===== src/rtl/clkctl_pkg.sv =====
package clkctl_pkg;

  localparam int CTL_W = 8;

  // bit positions inside the stored control byte
  localparam int BIT_INT_OSC  = 7;
  localparam int BIT_XTAL_OSC = 6;
  localparam int BIT_WDOG_OSC = 5;
  localparam int BIT_PRIM_FD  = 4;
  localparam int BIT_WDOG_FD  = 3;
  localparam int SEL_LSB      = 0;
  localparam int SEL_W        = 3;

  typedef enum logic [1:0] {
    LK_IDLE = 2'd0,
    LK_KEY1 = 2'd1,
    LK_OPEN = 2'd2
  } lock_state_t;

  typedef struct packed {
    logic             int_osc;
    logic             xtal_osc;
    logic             wdog_osc;
    logic             prim_fd;
    logic             wdog_fd;
    logic [SEL_W-1:0] clk_sel;
  } clk_ctl_t;

endpackage


===== src/rtl/clkctl_bus_decode.sv =====
module clkctl_bus_decode #(
  parameter int              ADDR_W   = 12,
  parameter int              DATA_W   = 8,
  parameter logic [11:0]     REG_ADDR = 12'hF86,
  parameter logic [7:0]      KEY_A    = 8'hE7,
  parameter logic [7:0]      KEY_B    = 8'h18
) (
  input  logic [ADDR_W-1:0] bus_addr,
  input  logic              bus_wr,
  input  logic              bus_rd,
  input  logic [DATA_W-1:0] bus_wdata,
  output logic              wr_hit,
  output logic              rd_hit,
  output logic              key_a_seen,
  output logic              key_b_seen
);

  localparam logic [ADDR_W-1:0] MY_ADDR = ADDR_W'(REG_ADDR);
  localparam logic [DATA_W-1:0] KA      = DATA_W'(KEY_A);
  localparam logic [DATA_W-1:0] KB      = DATA_W'(KEY_B);

  logic addr_match;

  always_comb begin
    addr_match = (bus_addr == MY_ADDR);
    wr_hit     = bus_wr && addr_match;
    rd_hit     = bus_rd && addr_match;
    key_a_seen = (bus_wdata == KA);
    key_b_seen = (bus_wdata == KB);
  end

endmodule


===== src/rtl/clkctl_lock_fsm.sv =====
module clkctl_lock_fsm
  import clkctl_pkg::*;
(
  input  logic clk,
  input  logic rst,
  input  logic wr_hit,
  input  logic key_a_seen,
  input  logic key_b_seen,
  output logic data_wr_en,
  output logic unlocked_q
);

  lock_state_t state_q, state_n;

  always_comb begin
    state_n = state_q;
    if (wr_hit) begin
      unique case (state_q)
        LK_IDLE: state_n = key_a_seen ? LK_KEY1 : LK_IDLE;
        LK_KEY1: begin
          if (key_b_seen)      state_n = LK_OPEN;
          else if (key_a_seen) state_n = LK_KEY1;
          else                 state_n = LK_IDLE;
        end
        LK_OPEN: state_n = LK_IDLE;
        default: state_n = LK_IDLE;
      endcase
    end
  end

  // data is stored only by the write that consumes the open state
  always_comb data_wr_en = wr_hit && (state_q == LK_OPEN);

  always_ff @(posedge clk) begin
    if (rst) begin
      state_q    <= LK_IDLE;
      unlocked_q <= 1'b0;
    end else begin
      state_q    <= state_n;
      unlocked_q <= (state_n == LK_OPEN);
    end
  end

endmodule


===== src/rtl/clkctl_reg_store.sv =====
module clkctl_reg_store
  import clkctl_pkg::*;
#(
  parameter int         DATA_W    = 8,
  parameter logic [7:0] RESET_VAL = 8'hA0
) (
  input  logic              clk,
  input  logic              rst,
  input  logic              data_wr_en,
  input  logic              rd_hit,
  input  logic [DATA_W-1:0] wdata,
  output logic [DATA_W-1:0] rdata_q,
  output clk_ctl_t          ctl,
  output logic              pin_ovr_q
);

  localparam logic [DATA_W-1:0] RST_V = DATA_W'(RESET_VAL);

  logic [DATA_W-1:0] val_q;

  always_ff @(posedge clk) begin
    if (rst) begin
      val_q     <= RST_V;
      pin_ovr_q <= RST_V[BIT_XTAL_OSC];
      rdata_q   <= '0;
    end else begin
      if (data_wr_en) begin
        val_q     <= wdata;
        pin_ovr_q <= wdata[BIT_XTAL_OSC];
      end
      if (rd_hit) rdata_q <= val_q;
    end
  end

  always_comb begin
    ctl.int_osc  = val_q[BIT_INT_OSC];
    ctl.xtal_osc = val_q[BIT_XTAL_OSC];
    ctl.wdog_osc = val_q[BIT_WDOG_OSC];
    ctl.prim_fd  = val_q[BIT_PRIM_FD];
    ctl.wdog_fd  = val_q[BIT_WDOG_FD];
    ctl.clk_sel  = val_q[SEL_LSB +: SEL_W];
  end

endmodule


===== src/rtl/clkctl_keyed_reg.sv =====
module clkctl_keyed_reg
  import clkctl_pkg::*;
#(
  parameter int         ADDR_W    = 12,
  parameter int         DATA_W    = 8,
  parameter logic [11:0] REG_ADDR = 12'hF86,
  parameter logic [7:0] KEY_A     = 8'hE7,
  parameter logic [7:0] KEY_B     = 8'h18,
  parameter logic [7:0] RESET_VAL = 8'hA0
) (
  input  logic              clk,
  input  logic              rst,
  input  logic [ADDR_W-1:0] bus_addr,
  input  logic              bus_wr,
  input  logic              bus_rd,
  input  logic [DATA_W-1:0] bus_wdata,
  output logic [DATA_W-1:0] bus_rdata,
  output logic              int_osc_en,
  output logic              xtal_osc_en,
  output logic              wdog_osc_en,
  output logic              prim_fail_det_en,
  output logic              wdog_fail_det_en,
  output logic [2:0]        sys_clk_sel,
  output logic              xtal_pin_override,
  output logic              unlocked
);

  logic     wr_hit, rd_hit, key_a_seen, key_b_seen, data_wr_en;
  clk_ctl_t ctl;

  clkctl_bus_decode #(
    .ADDR_W(ADDR_W), .DATA_W(DATA_W), .REG_ADDR(REG_ADDR),
    .KEY_A(KEY_A), .KEY_B(KEY_B)
  ) dec_i (
    .bus_addr(bus_addr), .bus_wr(bus_wr), .bus_rd(bus_rd),
    .bus_wdata(bus_wdata), .wr_hit(wr_hit), .rd_hit(rd_hit),
    .key_a_seen(key_a_seen), .key_b_seen(key_b_seen)
  );

  clkctl_lock_fsm fsm_i (
    .clk(clk), .rst(rst), .wr_hit(wr_hit),
    .key_a_seen(key_a_seen), .key_b_seen(key_b_seen),
    .data_wr_en(data_wr_en), .unlocked_q(unlocked)
  );

  clkctl_reg_store #(
    .DATA_W(DATA_W), .RESET_VAL(RESET_VAL)
  ) store_i (
    .clk(clk), .rst(rst), .data_wr_en(data_wr_en), .rd_hit(rd_hit),
    .wdata(bus_wdata), .rdata_q(bus_rdata), .ctl(ctl),
    .pin_ovr_q(xtal_pin_override)
  );

  always_comb begin
    int_osc_en       = ctl.int_osc;
    xtal_osc_en      = ctl.xtal_osc;
    wdog_osc_en      = ctl.wdog_osc;
    prim_fail_det_en = ctl.prim_fd;
    wdog_fail_det_en = ctl.wdog_fd;
    sys_clk_sel      = ctl.clk_sel;
  end

endmodule


===== config.mk =====
export PLATFORM = sky130hd
export DESIGN_NAME = clkctl_keyed_reg
export DESIGN_NICKNAME = d
export VERILOG_FILES = /design/src/rtl/clkctl_pkg.sv /design/src/rtl/clkctl_bus_decode.sv /design/src/rtl/clkctl_lock_fsm.sv /design/src/rtl/clkctl_reg_store.sv /design/src/rtl/clkctl_keyed_reg.sv
export SDC_FILE = /design/constraint.sdc
export NUM_CORES = 1
export LEC_CHECK = 0
export BUFFER_PORTS_ARGS = -buffer_cell sky130_fd_sc_hd__buf_2
export CAP_MARGIN = 20
export CORE_MARGIN = 5
export CORE_UTILIZATION = 46
export DETAILED_ROUTE_END_ITERATION = 8
export PLACE_DENSITY = 0.82
export SYNTH_ARGS = -nofsm -noshare
export SYNTH_HDL_FRONTEND = slang
export SYNTH_SLANG_ARGS = --single-unit
export TNS_END_PERCENT = 10

===== constraint.sdc =====
create_clock -name clk -period 1.95 [get_ports clk]
set_input_delay 0 -clock clk [delete_from_list [all_inputs] [get_ports clk]]
set_output_delay 0 -clock clk [all_outputs]
set_load 0.05 [all_outputs]

### Word level (Yosys, flattened, before mapping)

Cells that the tools add are included.

* RAM bits: 0
* bits in latches: 0
* memories kept: 0
* flip-flop bits (word level): 20
* ROM bits: 0
* bits of input ports: 24
* output and inout bits: 18
* logic and storage cells: 19

* mux-type cells: 4
* $add $sub $neg: 0
* shifts and indexed selects: 0
* reduce and logical (&&, ||, !) cells: 4
* multiply operators: 0
* divide/modulo/power cells: 0
* magnitude comparators: 0
* bitwise logic cells: 0
* eq/ne operators: 6

Operators with widths (count)
* $eq A12 B12 Y1 const B: 1
* $eq A8 B5 Y1 const B: 1
* $eq A8 B8 Y1 const B: 1
* $eq A2 B2 Y1 const B: 2
* $mux W2: 2
* $pmux W2 S2: 1
* $logic_and A1 B1 Y1: 3
* $eq A2 B1 Y1 const B: 1
* $logic_not A2 Y1: 1
* $mux W1: 1

### Longest topological paths before layout

Gate-level depths: netlist (run 1).

* depth in word-level cells: 6
* depth in mapped cells: 5
* gate-level depth less buffers: 4

### Modules after synthesis

Synthesis (run 1) repeated with hierarchy kept, for this count alone.

* cell total of the unflattened synthesis: 78
* area, all modules: 810.8 um^2

By module, submodules not included
* clkctl_reg_store: times used 1, area each 586.8 um^2, cells an instance 53, sequential area each 320.3 um^2
* clkctl_lock_fsm: times used 1, area each 127.6 um^2, cells an instance 13, sequential area each 60.1 um^2
* clkctl_bus_decode: times used 1, area each 96.3 um^2, cells an instance 12, sequential area each 0.0 um^2

### Least setup slack after synthesis (run 1)

OpenSTA, ideal clock, no wires.

* path kind: register -> register
* start point: register fsm_i.state_q[0]
* end point: register store_i.val_q[6] (netlist: store_i.ctl[6])
* setup slack: 0.782 ns
* setup time: 0.128 ns
* data arrival time: 1.041 ns
* stages on the path, launching flop included: 6
* data required time: 1.822 ns
* clock period less this slack: 1.168 ns
* buffers on the path: 1
* path through: dfxtp_1 -> and3b_1 -> and4_1 -> buf_6 -> mux2i_1 -> nor2_1

* cells in the longest elaborated chain, start to end: 2

Ends and longest elaborated chain
* from (decl): RTL line clkctl_lock_fsm.sv:13 `lock_state_t state_q, state_n;`
* from (signal assigned): RTL line clkctl_lock_fsm.sv:39 `state_q <= state_n;`
* $eq A2 B2 Y1: RTL line clkctl_lock_fsm.sv:32 `always_comb data_wr_en = wr_hit && (state_q == LK_OPEN);`
* $logic_and A1 B1 Y1: RTL line clkctl_lock_fsm.sv:32
* to (signal assigned): RTL line clkctl_reg_store.sv:28 `val_q <= wdata;`
* to (decl): RTL line clkctl_reg_store.sv:19 `logic [DATA_W-1:0] val_q;`

Every way passes these cells.
A chain may end at the register's enable or synchronous reset.

### Final worst setup path (run 1)

* start point: register fsm_i.state_q[0]
* end point: register store_i.val_q[1] (netlist: store_i.ctl[1])

Same word-level chain as after synthesis.

==> results of run 1 <==
-- placed cells by master, fill, tap and decap left out --
cell            n
a21oi_1         2
clkbuf_1        1
mux2i_1        15
nand4_1         1
dfxtp_1        19
nor4b_4         1
nand4_2         1
nor3_1          2
dlygate4sd3_1   5
nor3b_1         1
nand4b_1        2
and3b_1         1
nand3b_1        1
and4b_1         2
nor2_1         17
clkbuf_4        3
nor4_1          1
nand2_1         1
nor4b_1         2
o21ai_0         1
and4_1          1
buf_2          41
nand3_1         1
-- power breakdown --
group / total, mW / switching (mW) / internal (mW)
sequential: 0.388 / 0.00000362 / 0.388
combinational: 0.0510 / 0.0226 / 0.0284
clock: 0.188 / 0.109 / 0.0793
total: 0.627 / 0.131 / 0.495
-- metrics by stage --
stage	hold slack (ns)	setup slack (ns)	instance area, um2	power, mW
after floorplan	0.147	0.782	791	0.410
after global placement	0.273	0.576	991	0.439
after detailed placement	0.279	0.536	991	0.439
after CTS	0.0274	0.519	1070	0.629
after global routing	0.0342	0.396	1070	0.655
final	0.0254	0.514	1070	0.627
-- layer usage --
metal  vias up  GRT usage, %  wire (um)
met3         0          3.21         91
met1       351          16.3        805
li1        366             -          -
met4         0          3.93          0
met5         -             0          0
met2        25          28.8        962
-- worst min-delay path, cell delays in order --
cell and delay, ns:
buf_2 0.11, mux2i_1 0.07, nor2_1 0.09
-- final cells by class --
class | count | area share [%]
tap | 17 | 1.99
clock buffer | 4 | 2.46
multi-input combinational | 53 | 36.0
timing repair buffer | 46 | 23.9
sequential | 19 | 35.6
-- sequential cells by signal (all words and copies together) (netlist names) --
signal            flops
store_i.ctl           8
fsm_i.state_q         2
store_i.rdata_q       8
fsm_i.unlocked_q      1
-- cell families (layout without fill, tap and decap cells) --
| family | after synthesis | count (layout) |
|---|---|---|
| flip-flops | 19 | 19 |
| AND/OR/NAND/NOR | 35 | 35 |
| AO/OA/AOI/OAI | 3 | 3 |
| multiplexers | 15 | 15 |
| buffers and inverters | 4 | 50 |
-- worst paths after layout --
kind	startpoint	slack (ns)	end
hold reg to reg	store_i.rdata_q[7]$_SDFFE_PP0P_	0.50	store_i.rdata_q[7]$_SDFFE_PP0P_
setup / recovery	fsm_i.state_q[0]$_SDFF_PP0_	0.51	store_i.ctl[1]$_SDFFE_PP0P_
setup reg to reg	fsm_i.state_q[0]$_SDFF_PP0_	0.51	store_i.ctl[1]$_SDFFE_PP0P_
hold / removal	bus_wdata[1]	0.03	store_i.ctl[1]$_SDFFE_PP0P_
==> summary.txt, run 1 <==
Drt
  • DRC: 0
  • Router iterations before antenna repair: 4
  • Final ANT Viol Nets: 0
  • DRT iter0 DRCs: 7
  • DR vias/cell: 5.34
  • WL per Instance: 13.4 um
  • DR vias: 742
  • Drt total wl: 1860 um

Yosys
  • Sequential-to-total area share from yosys stat: 48.1%
  • Post-synthesis net count: 100
  • Multiplexer area fraction after synthesis: 19.0%
  • Synth top area cells: dfxtp_1 48%, mux2i_1 19%, nor2_1 8.1%, nor4b_4 3.0%, and4b_1 2.5%
  • Compound-gate portion of the synthesized area: 1.90%
  • Synth Instances: 76
  • Synth top cells by count: 19 x dfxtp_1, 17 x nor2_1, 15 x mux2i_1
  • Mapped cell area: 791 um2
  • Fraction of the mapped netlist area in simple logic gates: 27.7%
  • Ys Warns: 0
  • Post-Synth Adder-Cell Area: 0%
  • Yosys cell types: 22
  • Synth top area share: 48.1%
  • Most area-hungry cell type in the Yosys netlist: dfxtp_1
  • FFs w/ async S/R, synth: 0%
  • Count of state elements after synthesis: 19
  • Number of synthesized flops with an enable pin: 0
  • Ys flop type: dfxtp_1
  • Most frequent cell after synthesis: dfxtp_1
  • Post-synthesis xor/xnor area fraction: 0%
  • Mean Syn Cell Area: 10.4 um2
  • Main combinational cell family by area after synthesis: simple AND/OR/NAND/NOR gates

Final layout
  • Diodes inserted: 0
  • FF/Latch Area: 380 um2
  • Post-Layout Cell Count: 139
  • # fillers: 144
  • Final #Nets: 147
  • Fraction of layout cells with a size suffix above 1: 37.7%
  • Area Overhead vs Synth: 35.0%
  • Multi-input logic area: 384 um2
  • Final Util: 63.2%

Clock network
  • Reg clk slew, reported paths: 0.09 ns
  • TritonCTS Buffers: 3
  • Hold-fix buffers, CTS: 5
  • Post-CTS setup buffers: 0
  • Clk buf depth: 2
  • Root Driver: clkbuf_4
  • CTS H-tree lvls: 1
  • Clock tree sinks: 19
  • Post_cts resized: 0
  • CTS tree: yes
  • Clk_lat worst skew: 0.28 ns

GRT
  • Vias in the first global route: 725
  • First-pass GRT wire length: 3060 um
  • Pin count of the biggest net entering global routing: 22
  • GR Overflow Total: 0
  • All-Layer GR Usage: 15.0%
  • Initial antenna violation count: 0

Job
  • Max-Cap Viols: 0

Floorplan
  • Core Footprint: 0.00169 mm2
  • Initial Util: 46.8%
  • Die H: 51.5 um
  • DIE WIDTH: 51.5 um
  • Rows: 15
  • DIE AREA: 0.00265 mm2
  • I/O pins: 42

Setup path
  • FF-to-FF path depth: 4
  • CP max stage delay: 0.49 ns
  • Crit path DAT: 1.60 ns
  • Cell family with most CP delay: simple AND/OR/NAND/NOR gates
  • Slowest stage cell on the critical path: and4_1
  • Critical path cell sequence: and3b_1, and4_1, mux2i_1, nor2_1
  • Critical Path Source Type: flip-flop
  • Max FO, Critical Path: 10
  • CP bufs+invs: 0
  • Critical path type: reg -> reg
  • Required @ worst endpoint: 2.11 ns
  • Levels on crit path: 4
  • CP endpoint kind: flip-flop

Timing
  • Fin Clk Skew: 0.00774 ns
  • Final setup fails: 0
  • Slew at the pin closest to its max-slew limit: 0.462 ns
  • Achievable Freq: 697 MHz
  • Setup_tns: 0 ns
  • Hold Fails Final Rpt: 0
  • RSZ-0062 raised after global routing: no
  • Slew headroom: 69.2%
  • Fin. max-slew vios: 0
  • Minimum clock period: 1.44 ns
  • Ratio of final minimum period to clock period: 73.6%

Pwr
  • Peak VDD IR: 0.000330 V
  • Power Density: 587 mW/mm2
  • Static leakage: 0.564 nW

Place
  • Dpl cells: 130
  • Final HPWL DP: 1430 um
  • IO buf count: 41
  • Gp weighted congestion: 0.734

Hold path
  • Hold WC Path Type: in -> reg
  • Worst hold stages: 3

Outcome
  • Status: completed
No activity file was read; power rests on OpenSTA's default activity.
==> inputs of run 2 (changes only) <==
Settings changed: CORE_UTILIZATION 46 to 43, PLACE_DENSITY 0.82 to 0.77.
Clock period 1.95 ns to 1.5 ns, I/O delays scaled along.
==> summary.txt, run 2 (synthesized netlist as in run 1, its figures left out) <==
Outcome
  • Status: completed

GRT
  • First-pass GRT wire length: 3140 um (+2.7%)
  • Vias in the first global route: 725 (unchanged)
  • GR Overflow Total: 0 (unchanged)
  • All-Layer GR Usage: 15.4% (+0.32 points)
  • Pin count of the biggest net entering global routing: 22 (unchanged)
  • Initial antenna violation count: 0 (unchanged)

Clock network
  • Clk buf depth: 2 (unchanged)
  • Reg clk slew, reported paths: 0.10 ns (about the same)
  • TritonCTS Buffers: 3 (unchanged)
  • Root Driver: clkbuf_4
  • Clock tree sinks: 19 (unchanged)
  • CTS H-tree lvls: 1 (unchanged)
  • CTS tree: yes
  • Clk_lat worst skew: 0.29 ns (about the same)
  • Post-CTS setup buffers: 0 (unchanged)

Floorplan
  • Rows: 15 (unchanged)
  • DIE AREA: 0.00280 mm2 (+5.6%)
  • Core Footprint: 0.00175 mm2 (+3.3%)
  • I/O pins: 42 (unchanged)
  • DIE WIDTH: 52.9 um (+2.8%)
  • Die H: 52.9 um (+2.8%)
  • Initial Util: 45.3% (-1.5 points)

Setup path
  • Worst reg2reg setup slack: 0.21 ns (-0.30 ns)
  • Critical Path Source Type: flip-flop
  • Worst R2R Start: fsm_i.state_q[1]$_SDFF_PP0_
  • Critical path type: reg -> reg
  • Crit path DAT: 1.47 ns (-0.13 ns)
  • Worst R2R End: store_i.ctl[4]$_SDFFE_PP0P_
  • Max FO, Critical Path: 10 (unchanged)
  • CP endpoint kind: flip-flop
  • FF-to-FF path depth: 5 (+1)
  • Required @ worst endpoint: 1.68 ns (-0.43 ns)

Place
  • Setup slack after placement: 0.218 ns (-0.318 ns)
  • IO buf count: 41 (unchanged)
  • Gp weighted congestion: 0.726 (-1.1%)
  • Final HPWL DP: 1380 um (-3.4%)

Hold path
  • Hold endpoint: store_i.ctl[5]$_SDFFE_PP1P_
  • Hold WC Path Type: in -> reg
  • Critical hold path startpoint: bus_wdata[5]
  • Worst hold stages: 3 (unchanged)

Drt
  • Drt total wl: 1840 um (-0.81%)
  • DR vias: 726 (-2.2%)
  • Final ANT Viol Nets: 0 (unchanged)
  • DRT iter0 DRCs: 7 (unchanged)
  • DRC: 0 (unchanged)
  • DR vias/cell: 4.87 (-8.7%)
  • Router iterations before antenna repair: 4 (unchanged)
  • WL per Instance: 12.4 um (-7.5%)

Pwr
  • Static leakage: 0.573 nW (+1.7%)
  • Peak VDD IR: 0.000529 V (+60%)
  • Power Density: 753 mW/mm2 (+28%)

Final layout
  • Fraction of layout cells with a size suffix above 1: 37.9% (+0.20 points)
  • # fillers: 167 (+16%)
  • Final #Nets: 149 (+1.4%)
  • Commonest non-fill, non-tap cells in the layout: 41 x buf_2, 19 x dfxtp_1, 17 x nor2_1
  • Diodes inserted: 0 (unchanged)
  • Commonest non-fill, non-tap cell in the layout: buf_2
  • Area Overhead vs Synth: 38.4%

Timing
  • Fin. max-slew vios: 0 (unchanged)
  • Setup_tns: 0 ns (unchanged)
  • RSZ-0062 raised after global routing: no
  • Hold Fails Final Rpt: 0 (unchanged)
  • Final setup fails: 0 (unchanged)
  • Achievable Freq: 778 MHz (+12%)
  • Minimum clock period: 1.29 ns (-0.150 ns)
  • Fin Clk Skew: 0.00464 ns (-0.00310 ns)
  • Slew at the pin closest to its max-slew limit: 0.390 ns (-0.0716 ns)
  • Slew headroom: 73.9% (+4.7 points)
  • Fin worst setup slack: 0.214 ns (-0.300 ns)
  • Ratio of final minimum period to clock period: 85.7% (+12 points)

Job
  • Max-Cap Viols: 0 (unchanged)
[run 2: per-stage QoR]
stage	instances	area (um2)	utilization [%]	power (mW)	hold slack, ns
final	149	1090	62.7	0.825	0.0180
after global routing	149	1090	62.7	0.864	0.0202
after CTS	149	1090	62.7	0.834	0.00328
after detailed placement	139	1010	57.8	0.571	0.276
after global placement	139	1010	57.8	0.571	0.272
after floorplan	76	791	-	0.533	0.147
[run 2: metal layers]
layer	vias to the layer above	global-route usage [%]	part of all wire, %
met5	-	0	0
met4	0	7.66	1.8
met3	4	2.82	5.5
met2	23	27.3	50
met1	323	17.3	43
li1	376	-	-
[run 2: layout make-up]
cell class | instances | area, um2 | share of cell area, %
multi-input cells | 53 | 384 | 35.1
flip-flops and latches | 19 | 380 | 34.7
well taps | 25 | 31.3 | 2.86
clock buffers | 4 | 26.3 | 2.40
repair buffers | 48 | 273 | 24.9
[run 2: worst max path at each step]
stage	to	slack [ns]	cells after the start	startpoint
2_1_floorplan	store_i.ctl[6]$_SDFFE_PP0P_	0.33	5	fsm_i.state_q[0]$_SDFF_PP0_
3_3_place_gp	store_i.ctl[1]$_SDFFE_PP0P_	0.24	5	fsm_i.state_q[0]$_SDFF_PP0_
3_5_place_dp	store_i.rdata_q[0]$_SDFFE_PP0P_	0.22	5	bus_addr[0]
4_1_cts	store_i.ctl[1]$_SDFFE_PP0P_	0.22	5	fsm_i.state_q[1]$_SDFF_PP0_
5_1_grt	store_i.ctl[4]$_SDFFE_PP0P_	0.1	5	fsm_i.state_q[1]$_SDFF_PP0_
6_report	store_i.ctl[4]$_SDFFE_PP0P_	0.21	5	fsm_i.state_q[1]$_SDFF_PP0_
[run 2: timing repair]
action,in CTS,in global routing
hold endpoints to repair,6,0
hold buffers,6,0
gates resized for setup,0,0
[run 2: worst max-delay path, cell delays in order (launching register included)]
cell and delay, ns:
dfxtp_1 0.38, and3b_1 0.16, and4_1 0.19, buf_4 0.19, mux2i_1 0.20, nor2_1 0.05
[run 2: report_power, final]
group	leakage [nW]	switching (mW)	internal [mW]
clock network	0.0150	0.149	0.103
registers	0.153	0.00000448	0.504
logic	0.405	0.0294	0.0386
total	0.573	0.178	0.646
